<file path="config.mk">
export PLATFORM = sky130hd
export DESIGN_NAME = pulse_snap
export DESIGN_NICKNAME = d
export VERILOG_FILES = /design/src/rtl/pulse_snap.sv
export SDC_FILE = /design/constraint.sdc
export NUM_CORES = 1
export LEC_CHECK = 0
export BUFFER_PORTS_ARGS = -buffer_cell sky130_fd_sc_hd__buf_4
export CAP_MARGIN = 20
export CORE_MARGIN = 3
export CORE_UTILIZATION = 35
export DETAILED_ROUTE_END_ITERATION = 6
export PLACE_DENSITY_LB_ADDON = 0.08
export SLEW_MARGIN = 20
export SYNTH_ARGS = -nofsm -noshare
export SYNTH_HDL_FRONTEND = slang
export SYNTH_SLANG_ARGS = --single-unit
</file>
<file path="constraint.sdc">
create_clock -name clk -period 2.45 [get_ports clk]
set_clock_uncertainty 0.05 [all_clocks]
set_input_delay 0.6125 -clock clk [delete_from_list [all_inputs] [get_ports clk]]
set_output_delay 0.6125 -clock clk [all_outputs]
set_load 0.1 [all_outputs]
</file>
<file path="src/rtl/pulse_snap.sv">
module pulse_snap #(
  parameter int ACC_W  = 20,
  parameter int SYNC_N = 2
) (
  input  logic             clk,
  input  logic             rst_n,
  input  logic             pulse_in,
  input  logic             rearm,
  input  logic [ACC_W-1:0] step,
  output logic [ACC_W-1:0] width,
  output logic             done,
  output logic             ovf
);

  localparam logic [ACC_W-1:0] FULL = {ACC_W{1'b1}};

  typedef enum logic [1:0] {IDLE, HOLD_A, HOLD_AB, REL_B} seq_t;

  logic [SYNC_N-1:0] sync_q;
  logic              prev_q;
  logic              pin, rise, fall;
  logic              start_q;
  seq_t              seq_q;
  logic              clr_start, clr_done;
  logic              cnt_en;
  logic [ACC_W:0]    sum;

  always_ff @(posedge clk or negedge rst_n) begin
    if (!rst_n) begin
      sync_q <= '0;
      prev_q <= 1'b0;
    end else begin
      sync_q <= {sync_q[SYNC_N-2:0], pulse_in};
      prev_q <= pin;
    end
  end

  assign pin  = sync_q[SYNC_N-1];
  assign rise = pin & ~prev_q;
  assign fall = ~pin & prev_q;

  always_ff @(posedge clk or negedge rst_n) begin
    if (!rst_n) seq_q <= IDLE;
    else begin
      case (seq_q)
        IDLE:    if (rearm) seq_q <= HOLD_A;
        HOLD_A:  seq_q <= HOLD_AB;
        HOLD_AB: seq_q <= REL_B;
        default: seq_q <= IDLE;
      endcase
    end
  end

  assign clr_start = (seq_q != IDLE);
  assign clr_done  = (seq_q == HOLD_AB);

  always_ff @(posedge clk or negedge rst_n) begin
    if (!rst_n)         start_q <= 1'b0;
    else if (clr_start) start_q <= 1'b0;
    else if (rise)      start_q <= 1'b1;
  end

  always_ff @(posedge clk or negedge rst_n) begin
    if (!rst_n)        done <= 1'b0;
    else if (clr_done) done <= 1'b0;
    else if (fall)     done <= start_q;
  end

  assign cnt_en = start_q & ~done;
  assign sum    = {1'b0, width} + {1'b0, step};

  always_ff @(posedge clk or negedge rst_n) begin
    if (!rst_n) begin
      width <= '0;
      ovf   <= 1'b0;
    end else if (clr_done) begin
      width <= '0;
      ovf   <= 1'b0;
    end else if (cnt_en) begin
      if (sum[ACC_W]) begin
        width <= FULL;
        ovf   <= 1'b1;
      end else begin
        width <= sum[ACC_W-1:0];
      end
    end
  end


  idle_hold_chk: assert property (@(posedge clk) disable iff (!rst_n)
    (!cnt_en && !clr_done) |=> $stable(width));


  done_sticky_chk: assert property (@(posedge clk) disable iff (!rst_n)
    (done && !clr_done) |=> done);


  done_needs_start_chk: assert property (@(posedge clk) disable iff (!rst_n)
    $rose(done) |-> $past(start_q));


  ovf_sticky_chk: assert property (@(posedge clk) disable iff (!rst_n)
    (ovf && !clr_done) |=> (ovf && width == FULL));


  clear_order_chk: assert property (@(posedge clk) disable iff (!rst_n)
    clr_done |-> (clr_start && $past(clr_start)));


  release_order_chk: assert property (@(posedge clk) disable iff (!rst_n)
    $fell(clr_done) |-> clr_start);


  no_shrink_chk: assert property (@(posedge clk) disable iff (!rst_n)
    !clr_done |=> (width >= $past(width)));

endmodule

</file>
Yosys cells after proc, flatten, opt, wreduce, memory -nomap -nowiden
Cells that the tools add are included.
Word-level totals
  input bits: 24
  register bits: 28
Cells by class
  bitwise operators: 6
  add/sub/neg operators: 1
  mux-type cells: 12
  reductions and logical operators: 7
  equality and inequality tests: 3
Operator list (count)
  $mux 20: 3
  $add 20x20->21: 1
  $reduce_bool 2->1: 5
  $mux 1: 7
  $pmux 2 s3: 1
  $and 1x1->1: 3
  $not 1->1: 3
  $eq 2x1->1 const B: 1
  $eq 2x2->1 const B: 1
  $logic_not 2->1: 1
  $mux 2: 1
  $ne 2x2->1 const B: 1
  $reduce_and 2->1: 1

Depth between registers and ports, before layout
Gate-level depths: netlist (run 1).
  depth in word-level cells: 4
  gate-level depth with buffers: 10
  depth with buffers taken out: 9

Worst setup path after synthesis (run 1)
No wires, ideal clock.
  path type: register to register
  from: register width[0]
  to: register width[8]
  library setup time: 0.122 ns
  cell stages (with the launch flop): 11
  slack: -0.444 ns
  arrival time: 2.722 ns
  period minus slack after synthesis: 2.894 ns
  cell sequence: dfrtp_1 -> ha_1 -> fa_1 -> a21o_1 -> a21oi_2 -> nor4_2 -> nor3_2 -> o21ai_2 -> buf_4 -> o21ai_1 -> nand2_1
On the way
  word-level cells in the longest chain between the ends: 4
Ends and longest elaborated chain
  start, declared: RTL line 10  | output logic [ACC_W-1:0] width,
  start signal, assigned: RTL line 84  | width <= sum[ACC_W-1:0];
  $add 20x20->21: RTL line 70  | assign sum = {1'b0, width} + {1'b0, step};
  $mux 20: RTL line 80  | if (sum[ACC_W]) begin
  $mux 20: RTL line 79  | end else if (cnt_en) begin
  $mux 20: RTL line 76  | end else if (clr_done) begin
Every way passes these cells. The select of a mux whose other input is x is not followed.
A chain may end at the register's enable or synchronous reset.

Final worst setup path (run 1)
  from: register width[0]
  to: register width[11]
Same word-level chain as after synthesis.

==> impl_metrics.env, run 1 <==
export IMPL_synth_distinct_cells=55
export IMPL_postLayoutCoreUtil=0.501
export IMPL_end_kind="register"
export IMPL_cpPeakStageDelay_ps=510
export IMPL_ys_flop_type="dfrtp_1"
export IMPL_worst_pin_slew_ps=389
export IMPL_root_buffer="clkbuf_8"
export IMPL_placed_cell_area_sq_um=2970
export IMPL_cts_buffers=3
export IMPL_drc=0
export IMPL_grt_max_degree=29
export IMPL_period_share=0.949
export IMPL_dp_slack_ps=-90.5
export IMPL_drv_slew=0
export IMPL_critical_path_cell_chain="ha_4 > fa_2 > a21o_1 > a21oi_2 > nor4_2 > nor3_2 > o21ai_2 > buf_4 > o21ai_1 > nand2_1"
export IMPL_worstPathRequired_ps=2580
export IMPL_ys_warn_count=0
export IMPL_diodes=0
export IMPL_hpwlAfterDp_microns=4790
export IMPL_critPathArrivalTime_ps=2460
export IMPL_gp_congestion=0.886
export IMPL_die_area_sq_um=7420
export IMPL_clk_latency_ps=280
export IMPL_powerDensity_nw_per_um2=1330
export IMPL_cp_slowest_cell="dfrtp_4"
export IMPL_max_vdd_ir_drop_v=0.000649
export IMPL_synth_top_family_by_area="compound AO/OA/AOI/OAI gates"
export IMPL_status="completed"
export IMPL_synthArstFlopShare=1.00
export IMPL_nets=400
export IMPL_grt_pass1_wl_microns=10300
export IMPL_num_rows=28
export IMPL_grt_pass1_vias=2182
export IMPL_synthMuxAreaShare=0.00890
export IMPL_yosys_area_top_type="dfrtp_1"
export IMPL_synth_cells=270
export IMPL_hold_slack_ps=189
export IMPL_reg2reg_depth=10
export IMPL_grt_total_usage=0.172
export IMPL_synth_top_cell_area_share=0.312
export IMPL_drive_gt1_frac=0.369
export IMPL_stdcell_count=427
export IMPL_synth_fa_ha_area_frac=0.131
export IMPL_synth_compound_area_share=0.235
export IMPL_antenna_found_initial=0
export IMPL_htreeDepth=1
export IMPL_final_hold_violation_count=0
export IMPL_start_kind="register"
export IMPL_max_clock_freq_ghz=0.430
export IMPL_vias=2207
export IMPL_critPathKind="register to register"
export IMPL_slew_headroom=0.740
export IMPL_hold_class="input pin to asynchronous set/reset pin"
export IMPL_syn_to_final_growth_pct=35.0
export IMPL_leakage_nw=1.53
export IMPL_port_buffers=45
export IMPL_synth_xor_xnor_area_share=0.0467
export IMPL_grt_setup_unrepaired="no"
export IMPL_die_h_microns=86.2
export IMPL_path_clk_slew_ps=110
export IMPL_synthSimpleGateAreaFrac=0.218
export IMPL_synth_ff_latch_count=28
export IMPL_initial_utilization=0.371
export IMPL_r2r_slack_ps=120
export IMPL_syn_num_nets=317
export IMPL_drt_initial_drc_count=121
export IMPL_synth_seq_area_share=0.312
export IMPL_fin_area_sq_um=3040
export IMPL_firstDrtPassIters=4
export IMPL_synth_area_sq_um=2250
export IMPL_viasPerCell=5.17
export IMPL_tritoncts="done"
export IMPL_path_max_fanout=5
export IMPL_placedCellCount=422
export IMPL_avgSynthCellArea_sq_um=8.33
export IMPL_postRouteAntennaNets=0
export IMPL_min_period_ps=2330
export IMPL_report_final_setup_viol=0
export IMPL_post_drt_wl_per_cell_microns=14.3
export IMPL_synth_edff_count=0
export IMPL_core_sq_um=6060
export IMPL_pin_count=46
export IMPL_gr_total_overflow=0
export IMPL_cts_buffer_depth=2
export IMPL_fp_dieW_microns=86.2
export IMPL_p_total_mw=4.04
export IMPL_layout_setup_ws_ps=125
export IMPL_wl_microns=6110
export IMPL_setup_tns_ps=0
export IMPL_maxCapViolCount=0
export IMPL_clkSinkCount=28
export IMPL_synth_area_leaders="dfrtp_1, ha_1, nand2_1"
-- synthesized netlist by cell type, drive strengths merged, types with 2 or more instances --
cell type / instances
o21a: 4
nor2: 16
a21o: 6
a21oi: 25
nand3: 11
inv: 9
nor4: 2
mux2i: 2
buf: 5
nand2: 49
o211ai: 4
clkbuf: 5
a31oi: 4
nand4: 5
nor3: 6
o21ai: 29
or3: 3
ha: 22
o31ai: 3
xnor2: 8
dfrtp: 28
xor2: 4
-- path summary, 6_finish.rpt --
kind / startpoint / endpoint
setup / recovery: width[0]$_DFFE_PN0P_ / width[11]$_DFFE_PN0P_
hold / removal: rst_n / width[8]$_DFFE_PN0P_
setup reg to reg: width[0]$_DFFE_PN0P_ / width[11]$_DFFE_PN0P_
hold reg to reg: sync_q[0]$_DFF_PN0_ / sync_q[1]$_DFF_PN0_
max in group asynchronous: rst_n / width[13]$_DFFE_PN0P_
min in group clk: sync_q[0]$_DFF_PN0_ / sync_q[1]$_DFF_PN0_
-- power breakdown --
group / leakage (nW) / switching, mW / internal (mW) / total, mW
sequential: 0.343 / 0.125 / 0.633 / 0.758
clock: 0.0288 / 0.164 / 0.144 / 0.309
combinational: 1.16 / 1.96 / 1.01 / 2.97
-- registers in the layout, indices dropped and copies added (netlist names) --
name,flops
width,20
seq_q,2
sync_q,2
done,1
ovf,1
prev_q,1
start_q,1
-- critical path, delay by kind of cell, from the launching register on --
family | cells | cell delay, ps
AO/OA/AOI/OAI | 4 | 630
adder cells (fa/ha/maj) | 2 | 520
buffers and inverters | 1 | 180
flip-flops | 1 | 510
AND/OR/NAND/NOR | 3 | 340
-- metal layers --
layer	part of all wire	global-route usage	up-vias	wire length, microns
met5	0	0	-	0
met4	0.0047	0.0259	0	29
met3	0.042	0.0231	2	255
met2	0.47	0.288	43	2850
met1	0.49	0.240	1027	2970
li1	-	-	1135	-
-- cell type report --
type / instances / area [sq um]
inverter: 9 / 33.8
fill: 608 / 3030
multi-input combinational: 222 / 1460
timing repair buffer: 89 / 668
sequential: 28 / 726
clock buffer: 4 / 55.1
tap: 75 / 93.8
-- repair_timing --
action	4_1_cts	5_1_grt
resized for setup	0	1
hold buffers	0	0
buffers inserted	0	1
setup endpoints to repair	0	11
-- logic make-up (layout without fill, tap and decap cells) --
family                     Yosys count  in the layout
adders and majority gates           23             23
DFF                                 28             28
AOI/OAI and AO/OA                   83             83
muxes                                2              2
buffers and inverters               20            102
and+or+nand+nor                    102            102
xor gates and xnor gates            12             12
-- cells in the final DEF, fill, tap and decap left out, types with 5 or more instances in the layout --
cell      n
a21oi_1  23
nand2_1  48
dfrtp_2  17
nand3_1  10
o21ai_0  14
nor3_1    5
dfrtp_1  10
o21ai_1  11
buf_4    89
a21o_1    6
xnor2_1   8
inv_1     9
nor2_1   15
ha_1     21
Power figures use the tool's default switching activity.
==> inputs of run 2 (changes only) <==
==> constraint.sdc (replaced) <==
create_clock -name clk -period 2.5 [get_ports clk]
set_clock_uncertainty 0.05 [all_clocks]
set_input_delay 0.625 -clock clk [delete_from_list [all_inputs] [get_ports clk]]
set_output_delay 0.625 -clock clk [all_outputs]
set_load 0.1 [all_outputs]
==> run 2 against run 1 <==
Effect of this change:
- final area shrank 0.29%
- maximum frequency shrank 6.5%
- clock power grew 25%
- power grew 0.96%
- register-to-register slack lost 110 ps
- global-route usage grew 0.43 points
- count of clock-buffer cells in the layout shrank 1
- hold slack lost 3.1 ps
==> impl_metrics.env, run 2 (same netlist as run 1, synthesis figures left out) <==
export IMPL_final_cell_mix="buf_4, nand2_1, a21oi_1"
export IMPL_hpwlAfterDp_microns=4730
export IMPL_num_rows=28
export IMPL_end_kind="register"
export IMPL_hold_buffers=0
export IMPL_drive_gt1_frac=0.358
export IMPL_cp_slowest_cell="a221oi_1"
export IMPL_post_drt_wl_per_cell_microns=15.0
export IMPL_fp_dieW_microns=86.2
export IMPL_drv_slew=0
export IMPL_tritoncts="done"
export IMPL_htreeDepth=1
export IMPL_cts_buffer_depth=2
export IMPL_p_total_mw=4.08
export IMPL_die_area_sq_um=7420
export IMPL_grt_setup_unrepaired="yes"
export IMPL_critical_path_cell_chain="ha_1 > a21oi_1 > o21ai_0 > a221oi_1 > o21ai_4 > buf_6 > o21ai_2 > nand2_1"
export IMPL_port_buffers=45
export IMPL_layout_commonest_cell="buf_4"
export IMPL_start_kind="register"
export IMPL_path_max_fanout=5
export IMPL_critPathKind="register to register"
export IMPL_hold_class="input pin to asynchronous set/reset pin"
export IMPL_slew_headroom=0.578
export IMPL_syn_to_final_growth_pct=34.6
export IMPL_worst_pin_slew_ps=633
export IMPL_period_share=0.995
export IMPL_setup_tns_ps=0
export IMPL_viasPerCell=5.19
export IMPL_pin_count=46
export IMPL_path_buf_inv=1
export IMPL_root_buffer="clkbuf_8"
export IMPL_postRouteAntennaNets=0
export IMPL_status="completed"
export IMPL_top_regs="width (20), seq_q (2), sync_q (2)"
export IMPL_grt_max_degree=29
export IMPL_leakage_nw=1.52
export IMPL_firstDrtPassIters=4
export IMPL_antenna_found_initial=0
export IMPL_gp_congestion=0.848
export IMPL_vias=2185
export IMPL_top_register="width"
export IMPL_powerDensity_nw_per_um2=1350
export IMPL_final_hold_violation_count=0
export IMPL_core_sq_um=6060
export IMPL_clkSinkCount=28
export IMPL_drc=0
export IMPL_grt_total_usage=0.176
export IMPL_cp_top_family="compound AO/OA/AOI/OAI gates"
export IMPL_largest_reg_flops=20
export IMPL_cpPeakStageDelay_ps=630
export IMPL_drt_initial_drc_count=109
export IMPL_initial_utilization=0.371
export IMPL_min_period_ps=2490
export IMPL_cts_buffers=3
export IMPL_clk_latency_ps=290
export IMPL_grt_pass1_wl_microns=10300
export IMPL_placedCellCount=415
export IMPL_worstPathRequired_ps=2640
export IMPL_grt_pass1_vias=2123
export IMPL_maxCapViolCount=0
export IMPL_max_clock_freq_ghz=0.402
export IMPL_die_h_microns=86.2
export IMPL_nets=394
export IMPL_gr_total_overflow=0
export IMPL_critPathArrivalTime_ps=2630
export IMPL_max_vdd_ir_drop_v=0.000604
export IMPL_path_clk_slew_ps=110
export IMPL_wl_microns=6340
export IMPL_report_final_setup_viol=0
export IMPL_stdcell_count=421
export IMPL_diodes=0
==> run 2: cell count changes in the layout (fill, tap and decap cells not counted) <==
cell       previous run  this run
buf_4                89        81
buf_6                 0         2
bufinv_16             0         1
clkbuf_8              4         3
dfrtp_1              10        12
dfrtp_2              17        15
o21ai_1              11         9
o21ai_2               4         5
o21ai_4               0         1
==> run 2: layer usage <==
layer,up-vias,GRT usage,routed length (microns)
met2,46,0.310,3030
met4,0,0.0302,38
met5,-,0,0
met1,1015,0.227,2970
met3,2,0.0317,299
li1,1122,-,-
==> run 2: worst register-to-register path: stages, from the launching register on <==
cell	delay, ps
dfrtp_2	430
ha_1	310
a21oi_1	200
o21ai_0	190
a221oi_1	630
o21ai_4	190
buf_6	190
o21ai_2	130
nand2_1	60
==> run 2: what timing repair did <==
item	CTS	global route
buffers inserted	0	1
setup endpoints to repair	0	21
gates resized for setup	0	8
==> run 2: layout make-up <==
| type | instances | area [sq um] |
|---|---|---|
| Sequential cell | 28 | 723 |
| Fill cell | 611 | 3030 |
| Tap cell | 75 | 93.8 |
| Clock buffer | 3 | 41.3 |
| Multi-Input combinational cell | 222 | 1470 |
| Clock inverter | 1 | 30.0 |
| Inverter | 9 | 33.8 |
| Timing Repair Buffer | 83 | 631 |
==> run 2: final timing paths <==
kind	startpoint	end	slack, ps	cells past startpoint
max in group asynchronous	rst_n	width[0]$_DFFE_PN0P_	1890	1
worst max-delay path	width[13]$_DFFE_PN0P_	width[8]$_DFFE_PN0P_	10	8
worst min register to register	sync_q[0]$_DFF_PN0_	sync_q[1]$_DFF_PN0_	310	0
worst min-delay path	rst_n	width[10]$_DFFE_PN0P_	190	1
worst max register to register	width[13]$_DFFE_PN0P_	width[8]$_DFFE_PN0P_	10	8
min in group clk	sync_q[0]$_DFF_PN0_	sync_q[1]$_DFF_PN0_	310	0
==> run 2: stage by stage <==
stage / setup slack [ps] / util / hold WS, ps / instance area (sq um)
floorplan: 3.47 / - / 279 / 2280
finish: 13.6 / 0.499 / 186 / 3030
global placement: -134 / 0.480 / 284 / 2910
detailed placement: -181 / 0.480 / 291 / 2910
global route: -40.5 / 0.499 / 214 / 3030
CTS: 28.8 / 0.492 / 209 / 2980
==> run 2: power by group <==
part / leakage [nW] / internal [mW] / switching, mW / total (mW)
sequential: 0.346 / 0.618 / 0.119 / 0.737
combinational: 1.14 / 0.993 / 1.96 / 2.95
clock: 0.0357 / 0.215 / 0.170 / 0.385
==> inputs of run 3 (changes only) <==
--- a/config.mk
+++ b/config.mk
@@ -7,6 +7,7 @@
 export LEC_CHECK = 0
 export BUFFER_PORTS_ARGS = -buffer_cell sky130_fd_sc_hd__buf_4
 export CAP_MARGIN = 20
+export CORE_ASPECT_RATIO = 1.1
 export CORE_MARGIN = 3
 export CORE_UTILIZATION = 35
 export DETAILED_ROUTE_END_ITERATION = 6
==> run 3 against run 2 <==
Effect of this change:
- utilization is 0.062 points higher
- first-iteration DRC count shrank 45%
- combinational power hardly changed
- via count hardly changed
- global-route usage about the same
- final area is 2.3% higher
- critical path depth increased by 2
- critical path type unchanged
- critical endpoint unchanged
- largest power group unchanged
==> impl_metrics.env, run 3 (same netlist as run 1, synthesis figures left out) <==
export IMPL_status="completed"
export IMPL_intPower_mw=1.85
export IMPL_hold_buffers=0
export IMPL_core_sq_um=6190
export IMPL_pwr_share_comb=0.727
export IMPL_path_clk_slew_ps=110
export IMPL_p_seq_frac=0.181
export IMPL_wl_met3_microns=286
export IMPL_grt_setup_unrepaired="yes"
export IMPL_wl_microns=6210
export IMPL_wl_met2_microns=3010
export IMPL_clk_latency_ps=280
export IMPL_setup_tns_ps=0
export IMPL_initial_utilization=0.363
export IMPL_num_rows=30
export IMPL_diodes=0
export IMPL_fillers=654
export IMPL_critPathArrivalTime_ps=2510
export IMPL_final_hold_violation_count=0
export IMPL_slew_headroom=0.743
export IMPL_max_clock_freq_ghz=0.421
export IMPL_largest_reg_flops=20
export IMPL_reg2reg_depth=10
export IMPL_reg2reg_from="width[0]$_DFFE_PN0P_"
export IMPL_p_sw_mw=2.24
export IMPL_fin_area_sq_um=3100
export IMPL_hpwlAfterDp_microns=4730
export IMPL_grt_pass1_vias=2151
export IMPL_end_kind="register"
export IMPL_port_buffers=45
export IMPL_viasPerCell=5.04
export IMPL_drt_initial_drc_count=60
export IMPL_cts_buffers=3
export IMPL_powerDensity_nw_per_um2=1320
export IMPL_r2r_slack_ps=130
export IMPL_tritoncts="done"
export IMPL_firstDrtPassIters=4
export IMPL_layout_setup_ws_ps=125
export IMPL_path_max_fanout=5
export IMPL_htreeDepth=1
export IMPL_antenna_found_initial=0
export IMPL_placed_cell_area_sq_um=2960
export IMPL_drc=0
export IMPL_root_buffer="clkbuf_8"
export IMPL_maxCapViolCount=0
export IMPL_hold_class="input pin to asynchronous set/reset pin"
export IMPL_grt_max_degree=29
export IMPL_postLayoutCoreUtil=0.500
export IMPL_dp_slack_ps=-155
export IMPL_switching_share=0.547
export IMPL_clockPowerShare=0.092
export IMPL_layout_commonest_cell="buf_4"
export IMPL_wl_met1_microns=2830
export IMPL_syn_to_final_growth_pct=37.7
export IMPL_die_h_microns=90.1
export IMPL_leakage_nw=1.56
export IMPL_worstPathRequired_ps=2630
export IMPL_report_final_setup_viol=0
export IMPL_top_regs="width (20), seq_q (2), sync_q (2)"
export IMPL_nets=402
export IMPL_min_period_ps=2370
export IMPL_vias=2186
export IMPL_final_cell_mix="buf_4, nand2_1, a21oi_1"
export IMPL_max_vdd_ir_drop_v=0.000626
export IMPL_critPathKind="register to register"
export IMPL_regToRegEndpoint="width[8]$_DFFE_PN0P_"
export IMPL_gp_congestion=0.831
export IMPL_start_kind="register"
export IMPL_top_register="width"
export IMPL_pin_count=46
export IMPL_clkSinkCount=28
export IMPL_period_share=0.950
export IMPL_grt_total_usage=0.176
export IMPL_cts_buffer_depth=2
export IMPL_worst_pin_slew_ps=386
export IMPL_die_area_sq_um=7420
export IMPL_gr_total_overflow=0
export IMPL_drive_gt1_frac=0.381
export IMPL_drv_slew=0
export IMPL_top_layer_used="met4"
export IMPL_fp_dieW_microns=82.4
export IMPL_post_drt_wl_per_cell_microns=14.3
export IMPL_postRouteAntennaNets=0
export IMPL_grt_pass1_wl_microns=10300
-- run 3: repair_timing --
| action | in CTS | in global routing |
|---|---|---|
| hold endpoints to repair | 0 | 0 |
| setup endpoints to repair | 0 | 20 |
| resized for setup | 0 | 11 |
| setup buffers | 0 | 3 |
-- run 3: cell type report --
type	count	area [sq um]	share of cell area
tap	80	100	0.0323
timing repair buffer	91	691	0.223
inverter	9	33.8	0.0109
sequential	28	723	0.234
clock buffer	3	41.3	0.0133
clock inverter	1	30.0	0.00970
multi-input combinational	222	1480	0.477
-- run 3: power by group through the flow --
stage	Sequential, mW	Clock, mW	Combinational, mW
after global placement	0.749	0	2.90
after detailed placement	0.753	0	2.92
after CTS	0.744	0.390	2.92
after global routing	0.767	0.409	3.23
after floorplan	1.60	0	1.24
final	0.740	0.375	2.98
-- run 3: how the worst max path moves through the flow --
stage,from,to,slack (ps),cells past startpoint
finish,width[0]$_DFFE_PN0P_,width[8]$_DFFE_PN0P_,130,10
global placement,step[0],width[8]$_DFFE_PN0P_,-130,11
floorplan,width[18]$_DFFE_PN0P_,width[8]$_DFFE_PN0P_,3,9
global route,width[0]$_DFFE_PN0P_,width[5]$_DFFE_PN0P_,-9,10
detailed placement,step[0],width[8]$_DFFE_PN0P_,-160,11
CTS,width[0]$_DFFE_PN0P_,width[8]$_DFFE_PN0P_,60,10
-- run 3: worst max-delay path: stages (launching register included) --
cell and delay [ps]:
dfrtp_4 510, ha_4 170, fa_2 340, a21o_1 190, a21oi_2 170, nor4_2 70, nor3_2 270, o21ai_2 150
buf_6 170, o21ai_2 120, nand2_1 60
-- run 3: stage by stage --
step | hold WS, ps | power [mW] | cells
2_1_floorplan | 279 | 2.84 | 270
3_3_place_gp | 285 | 3.65 | 426
3_5_place_dp | 291 | 3.67 | 426
4_1_cts | 213 | 4.06 | 430
5_1_grt | 214 | 4.41 | 434
6_report | 195 | 4.09 | 434
-- run 3: per-layer routing --
layer  track usage  vias up
li1              -     1139
met4        0.0443        0
met1         0.239      990
met2         0.291       50
met3        0.0230        7
met5             0        -
